--- config.mk ---
export PLATFORM = sky130hd
export DESIGN_NAME = serial_flag_port
export DESIGN_NICKNAME = d
export VERILOG_FILES = /design/src/rtl/sfp_pkg.sv /design/src/rtl/sfp_sync.sv /design/src/rtl/sfp_uart_rx.sv /design/src/rtl/sfp_idle_watch.sv /design/src/rtl/sfp_flag_reg.sv /design/src/rtl/serial_flag_port.sv
export SDC_FILE = /design/constraint.sdc
export NUM_CORES = 1
export LEC_CHECK = 0
export CAP_MARGIN = 20
export CORE_MARGIN = 3
export CORE_UTILIZATION = 35
export CTS_CLUSTER_DIAMETER = 200
export DETAILED_ROUTE_END_ITERATION = 10
export PLACE_DENSITY = 0.53
export SYNTH_ARGS = -nofsm -noshare
export SYNTH_HDL_FRONTEND = slang
export SYNTH_HIERARCHICAL = 1
export SYNTH_SLANG_ARGS = --single-unit
--- constraint.sdc ---
create_clock -name clk -period 2.65 [get_ports clk]
set_input_delay 0.265 -clock clk [delete_from_list [all_inputs] [get_ports clk]]
set_output_delay 0.265 -clock clk [all_outputs]
set_load 0.05 [all_outputs]
--- src/rtl/sfp_pkg.sv ---
package sfp_pkg;
  localparam int BYTE_W = 8;
  localparam int FLAG_W = BYTE_W - 1;

  typedef enum logic [1:0] {
    RX_IDLE,
    RX_START,
    RX_DATA,
    RX_STOP
  } rx_state_e;

  // Integrity rule: top bit equals XOR of the flag bits.
  function automatic logic csum_ok(input logic [BYTE_W-1:0] b);
    return b[BYTE_W-1] == (^b[FLAG_W-1:0]);
  endfunction
endpackage

--- src/rtl/sfp_sync.sv ---
module sfp_sync #(
  parameter int STAGES = 2
) (
  input  logic clk,
  input  logic rst,
  input  logic d,
  output logic q
);
  logic [STAGES-1:0] pipe;

  generate
    if (STAGES == 1) begin : g_one
      always_ff @(posedge clk) begin
        if (rst) pipe <= '1;
        else     pipe <= d;
      end
    end else begin : g_many
      always_ff @(posedge clk) begin
        if (rst) pipe <= '1;
        else     pipe <= {pipe[STAGES-2:0], d};
      end
    end
  endgenerate

  assign q = pipe[STAGES-1];
endmodule

--- src/rtl/sfp_uart_rx.sv ---
module sfp_uart_rx
  import sfp_pkg::*;
#(
  parameter int CLKS_PER_BIT = 16
) (
  input  logic              clk,
  input  logic              rst,
  input  logic              rx_s,
  output logic              frame_vld,
  output logic [BYTE_W-1:0] frame_data
);
  localparam int CW = (CLKS_PER_BIT > 2) ? $clog2(CLKS_PER_BIT) : 1;
  localparam int IW = $clog2(BYTE_W);
  localparam logic [CW-1:0] LAST = CW'(CLKS_PER_BIT - 1);
  localparam logic [CW-1:0] MID  = CW'(CLKS_PER_BIT / 2 - 1);
  localparam logic [IW-1:0] TOP  = IW'(BYTE_W - 1);

  rx_state_e         state;
  logic [CW-1:0]     cnt;
  logic [IW-1:0]     idx;
  logic [BYTE_W-1:0] shreg;
  logic              rx_prev;

  always_ff @(posedge clk) begin
    if (rst) begin
      state     <= RX_IDLE;
      cnt       <= '0;
      idx       <= '0;
      shreg     <= '0;
      rx_prev   <= 1'b1;
      frame_vld <= 1'b0;
    end else begin
      frame_vld <= 1'b0;
      rx_prev   <= rx_s;
      unique case (state)
        RX_IDLE: begin
          // only a falling edge starts a character, so a held-low line stays idle
          if (rx_prev && !rx_s) begin
            state <= RX_START;
            cnt   <= '0;
          end
        end
        RX_START: begin
          if (cnt == MID) begin
            cnt <= '0;
            idx <= '0;
            // a start bit already gone at mid-bit is a glitch
            state <= rx_s ? RX_IDLE : RX_DATA;
          end else begin
            cnt <= cnt + 1'b1;
          end
        end
        RX_DATA: begin
          if (cnt == LAST) begin
            cnt   <= '0;
            shreg <= {rx_s, shreg[BYTE_W-1:1]};
            if (idx == TOP) state <= RX_STOP;
            else            idx   <= idx + 1'b1;
          end else begin
            cnt <= cnt + 1'b1;
          end
        end
        RX_STOP: begin
          if (cnt == LAST) begin
            cnt       <= '0;
            state     <= RX_IDLE;
            // a low stop bit discards the character
            frame_vld <= rx_s;
          end else begin
            cnt <= cnt + 1'b1;
          end
        end
        default: state <= RX_IDLE;
      endcase
    end
  end

  assign frame_data = shreg;
endmodule

--- src/rtl/sfp_idle_watch.sv ---
module sfp_idle_watch #(
  parameter int IDLE_LIMIT = 1600
) (
  input  logic clk,
  input  logic rst,
  input  logic rx_s,
  output logic dbg_req
);
  localparam int CW = $clog2(IDLE_LIMIT + 1);
  localparam logic [CW-1:0] LIM = CW'(IDLE_LIMIT);

  logic [CW-1:0] run_len;

  always_ff @(posedge clk) begin
    if (rst) begin
      run_len <= '0;
      dbg_req <= 1'b0;
    end else begin
      // low samples (start bits included) restart the run; high samples extend it
      if (!rx_s)             run_len <= '0;
      else if (run_len != LIM) run_len <= run_len + 1'b1;
      dbg_req <= rx_s && (run_len == LIM);
    end
  end
endmodule

--- src/rtl/sfp_flag_reg.sv ---
module sfp_flag_reg
  import sfp_pkg::*;
(
  input  logic              clk,
  input  logic              rst,
  input  logic              frame_vld,
  input  logic [BYTE_W-1:0] frame_data,
  output logic [FLAG_W-1:0] flags,
  output logic              byte_ok,
  output logic              csum_err
);
  logic good;
  assign good = csum_ok(frame_data);

  always_ff @(posedge clk) begin
    if (rst) begin
      flags    <= '0;
      byte_ok  <= 1'b0;
      csum_err <= 1'b0;
    end else begin
      byte_ok  <= frame_vld && good;
      csum_err <= frame_vld && !good;
      if (frame_vld && good) flags <= frame_data[FLAG_W-1:0];
    end
  end
endmodule

--- src/rtl/serial_flag_port.sv ---
module serial_flag_port
  import sfp_pkg::*;
#(
  parameter int CLK_HZ      = 100_000_000,
  parameter int BAUD        = 115_200,
  parameter int IDLE_MS     = 5000,
  parameter int SYNC_STAGES = 2
) (
  input  logic              clk,
  input  logic              rst,
  input  logic              uart_rx,
  output logic [FLAG_W-1:0] cfg_flags,
  output logic              byte_ok,
  output logic              csum_err,
  output logic              dbg_req
);
  localparam int CLKS_PER_BIT = CLK_HZ / BAUD;
  localparam int IDLE_LIMIT   = (CLK_HZ / 1000) * IDLE_MS;

  logic              rx_sync;
  logic              frame_vld;
  logic [BYTE_W-1:0] frame_data;

  sfp_sync #(.STAGES(SYNC_STAGES)) u_sync (
    .clk (clk),
    .rst (rst),
    .d   (uart_rx),
    .q   (rx_sync)
  );

  sfp_uart_rx #(.CLKS_PER_BIT(CLKS_PER_BIT)) u_rx (
    .clk        (clk),
    .rst        (rst),
    .rx_s       (rx_sync),
    .frame_vld  (frame_vld),
    .frame_data (frame_data)
  );

  sfp_idle_watch #(.IDLE_LIMIT(IDLE_LIMIT)) u_idle (
    .clk     (clk),
    .rst     (rst),
    .rx_s    (rx_sync),
    .dbg_req (dbg_req)
  );

  sfp_flag_reg u_flags (
    .clk        (clk),
    .rst        (rst),
    .frame_vld  (frame_vld),
    .frame_data (frame_data),
    .flags      (cfg_flags),
    .byte_ok    (byte_ok),
    .csum_err   (csum_err)
  );
endmodule

* Word level (Yosys, flattened, before mapping) *
Index checks and enable logic that the tools add are counted.

cells by class
  $add $sub $neg = 3
  equal/unequal tests = 15
  multiplexer cells = 15
  bitwise logic cells = 3
  reduce and logical (&&, ||, !) cells = 15

operator list
  kind                                                                      number
  10-bit two-way mux                                                        3
  10-bit case mux with 3 select lines                                       1
  29-bit by 1-bit adder with 29-bit output (second input constant)          1
  29-bit equality test (second input constant)                              1
  29-bit inequality test (second input constant)                            1
  2-bit two-way mux                                                         6
  10-bit by 1-bit adder with 10-bit output (second input constant)          1
  10-bit equality test (second input constant)                              1
  10-bit by 9-bit equality test with 1-bit output (second input constant)   1
  2-bit by 1-bit inequality test with 1-bit output (second input constant)  5
  3-bit two-way mux                                                         3
  2-bit case mux with 4 select lines                                        1
  7-bit parity                                                              1
  3-bit case mux with 2 select lines                                        1
  5-bit AND reduction                                                       1
  2-bit equality test (second input constant)                               2
  1-bit logical AND                                                         4
  4-bit AND reduction                                                       1
  2-bit OR reduction                                                        2
  3-bit by 1-bit adder with 3-bit output (second input constant)            1
  3-bit equality test (second input constant)                               1
  1-bit inverter                                                            3
  3-bit OR reduction                                                        1
  2-bit by 1-bit equality test with 1-bit output (second input constant)    1
  other kinds (6)                                                           7

word-level totals
  bits in registers = 66
  input port bits = 3
  output and inout port bits = 10
  logic and storage cells = 63

* Depth between registers and ports, before layout *
  depth in word-level cells = 4
  gate-level depth with buffers = 7
  gate-level depth less buffers = 6

* Modules after synthesis *
Netlist, hierarchy kept.

by module, submodules not included
  module          instances  cells an instance  area each (µm²)
  sfp_idle_watch  1          170                1455.1
  sfp_uart_rx     1          151                1301.2
  sfp_flag_reg    1          42                 449.2
  sfp_sync        1          4                  52.6

* Worst setup path before layout *
OpenSTA, ideal clock, no wires.

  path type = register to register
  start = reg u_idle.run_len[1]
  end = reg u_idle.run_len[22]
  arrival = 2094 ps
  path slack = 486 ps
  cell stages (with the launch flop) = 8
  period minus slack after synthesis = 2164 ps
  path through = dfxtp_1 > ha_1 > inv_1 > or4_1 > buf_2 > or2_4 > or4_1 > a21oi_1

between the ends
  longest elaborated chain between the ends = 1

ends and longest elaborated chain
  item                                                                                RTL line              RTL
  from (decl)                                                                         sfp_idle_watch.sv:12  logic [CW-1:0] run_len;
  from (signal assigned)                                                              sfp_idle_watch.sv:21  else if (run_len != LIM) run_len <= run_len + 1'b1;
  29-bit by 1-bit adder with 29-bit output or 29-bit inequality test (tied branches)  sfp_idle_watch.sv:21

Parallel ways exist; a longest one is shown, timed or not.
A chain may end at the register's enable or synchronous reset.

* Worst setup path in the final report *
Same ends and word-level chain as after synthesis.

==> run summary <==
Outcome: complete, no violations
Most frequent cells in the layout: 66 x dfxtp_1, 39 x nor2_1, 31 x nand2_1
Antenna fix cells: 0
Clock buffer depth: 2
Final setup vio count: 0
Die height: 102 µm
Worst-Margin Slew: 0.703 ns
Max-cap violation count: 0
Slowest CP cell: or4_1
Worst-Skew Late Latency: 0.35 ns
Final ANT Viol Nets: 0
DP Area: 3470 µm²
Worst Path Max Fanout: 7
Vias per cell: 5.17
Max-slew headroom: 0.529
Clock Sink Count: 66
Critical path's largest stage delay: 0.65 ns
Final hold violations: 0
CTS Hold Bufs: 0
Post-CTS Setup Bufs: 0
Seq/Total Area, Yosys: 0.406
Fill count: 872
Area grow syn2layout: 13.6%
Setup CP Type: reg2reg
TritonCTS clock tree: done
CTS H-tree lvls: 3
Initial Utilization: 0.366
Cell count of the worst reg-to-reg path: 6
Worst min-delay path startpoint: u_sync/pipe[0]
# rows: 34
Post-Syn Area per Cell: 8.88 µm²
Final wirelength: 6.48 mm
Cts repair resizes: 0
Drt pass-1 iters: 4
RD Place Congestion: 0.816
Final worst setup slack: 0.315 ns
Vias in the first global route: 2341
Main flop type after synthesis: dfxtp_1
Dpl ws: 0.322 ns
CTS root buf: clkbuf_8
Global Route Usage Sum: 0.131
Clock slew at reported path FFs: 0.08 ns
FMAX: 428 MHz
Period minus WS final: 2.34 ns
Initial antenna violation count: 0
Yosys cell types: 61
TritonCTS Buffers: 9
YS warnings: 6
Die width: 102 µm
Die area: 10500 µm²
Synthesized flop and latch total: 66
Power Dens Cells: 549 nW/µm²
FF-to-FF Start: u_idle/run_len[1]
RSZ-0062 raised after global routing: no
Port-buffer cells: 12
Synth async-reset ratio: 0
Dpl cells: 478
Fin crit share: 0.881
Drt first-iter violations: 118
Final TNS setup: 0 ns
Multi-input logic area: 1810 µm²
CORE AREA: 8890 µm²
DRC: 0
Via count: 2552
CP endpoint kind: flip-flop
Worst setup SP type: flip-flop
Fraction of layout cells with a size suffix above 1: 0.122
CP Buf/Inv Count: 1
Seq. cell area: 1320 µm²
Leakage power: 1.24 nW
Cells after synthesis: 367
DP Wirelength: 4.37 mm
First-pass GRT wire length: 10.8 mm
Largest net degree at the start of global routing: 30
Slew Limit Fails: 0
Synth Cell Area: 3260 µm²
Crit path arrival time: 2.61 ns
Nets: 390
Final Non-Filler Cells: 494
Flop2flop setup slack: 0.31 ns
Routed WL per cell: 13.1 µm
Io pins: 13
Commonest non-fill, non-tap cell in the layout: dfxtp_1
Worst VDD drop: 0.000236 V
Skew final: 0.00898 ns
Post-Syn Nets: 376
FF-to-FF End: u_idle/run_len[22]
Final hold slack: 0.417 ns
Worst path required time: 2.93 ns
Critical Path Most Common Cell: or4_1
Post-route cell area: 3700 µm²
Grt ovf: 0
Post-synth EDFFs: 0
Hold path endpoint: u_sync/pipe[1]
Crit path cell chain: ha_1 -> inv_1 -> or4_1 -> or2_4 -> or4_1 -> a21oi_1
Worst hold-check path type: reg2reg
Top Family by Delay on Critical Path: simple AND/OR/NAND/NOR gates
Hold path depth: 1
cell type report:
cell class              instances  share of cell area
repair buffers                 17              0.0426
clock buffers                  10              0.0372
clock inverters                 6              0.0243
flip-flops and latches         66               0.357
inverters                      13              0.0132
well taps                     108              0.0365
multi-input cells             274               0.489
flip-flops by register name, indices dropped and copies added (netlist names), named ones only:
register	count
u_idle/run_len	29
u_rx/cnt	10
u_rx/frame_data	8
u_flags/flags	7
u_rx/idx	3
u_sync/pipe	2
u_flags/byte_ok	1
u_flags/csum_err	1
u_idle/dbg_req	1
u_rx/frame_vld	1
u_rx/rx_prev	1
u_rx/state	1
how the worst max path moves through the flow:
stage	depth (start not counted)	startpoint	slack, ns	to
2_1_floorplan	7	u_idle/run_len[1]	0.49	u_idle/run_len[22]
3_3_place_gp	6	u_idle/run_len[1]	0.35	u_idle/run_len[22]
3_5_place_dp	6	u_idle/run_len[1]	0.32	u_idle/run_len[22]
4_1_cts	6	u_idle/run_len[1]	0.31	u_idle/run_len[22]
5_1_grt	6	u_idle/run_len[1]	0.21	u_idle/run_len[22]
6_report	6	u_idle/run_len[1]	0.31	u_idle/run_len[22]
per-stage QoR:
step	power [mW]	util
floorplan	1.07	-
global placement	1.09	0.391
detailed placement	1.09	0.391
CTS	2.07	0.416
global route	2.11	0.416
finish	2.03	0.416
cells in the mapped netlist, drive strengths merged (7+ instances only):
| library cell | count | area share |
|---|---|---|
| a21oi | 12 | 0.020 |
| clkbuf | 8 | 0.012 |
| dfxtp | 66 | 0.41 |
| inv | 13 | 0.015 |
| mux2i | 12 | 0.037 |
| nand2 | 31 | 0.036 |
| nand2b | 11 | 0.021 |
| nand3 | 15 | 0.023 |
| nand4 | 13 | 0.027 |
| nand4b | 9 | 0.024 |
| nor2 | 39 | 0.045 |
| nor3 | 9 | 0.014 |
| nor4 | 11 | 0.026 |
| o21ai | 11 | 0.025 |
| o22ai | 7 | 0.013 |
| xnor2 | 22 | 0.061 |
| xor2 | 7 | 0.019 |
per-layer routing:
metal	vias to the layer above	GRT usage	wire, µm
met5	-	0	0
met4	0	0.0383	64
met3	7	0.0444	227
met2	39	0.209	2960
met1	1174	0.168	3230
li1	1332	-	-
kinds of logic (layout without fill, tap and decap cells):
family / count (synthesis) / count (layout) / share of synthesized area
multiplexers: 12 / 12 / 0.0369
AND/OR/NAND/NOR: 181 / 181 / 0.319
buffers and inverters: 27 / 46 / 0.0388
AO/OA/AOI/OAI: 46 / 46 / 0.0968
XOR/XNOR: 29 / 29 / 0.0803
flip-flops: 66 / 66 / 0.406
adder cells (fa/ha/maj): 6 / 6 / 0.0230
report_power, final:
part           total (mW)  internal, mW  leakage [nW]  switching (mW)
registers            1.01         0.998         0.533         0.00955
clock network       0.964         0.557         0.112           0.407
logic              0.0602        0.0246         0.593          0.0356
(Power assumes the default switching activity.)
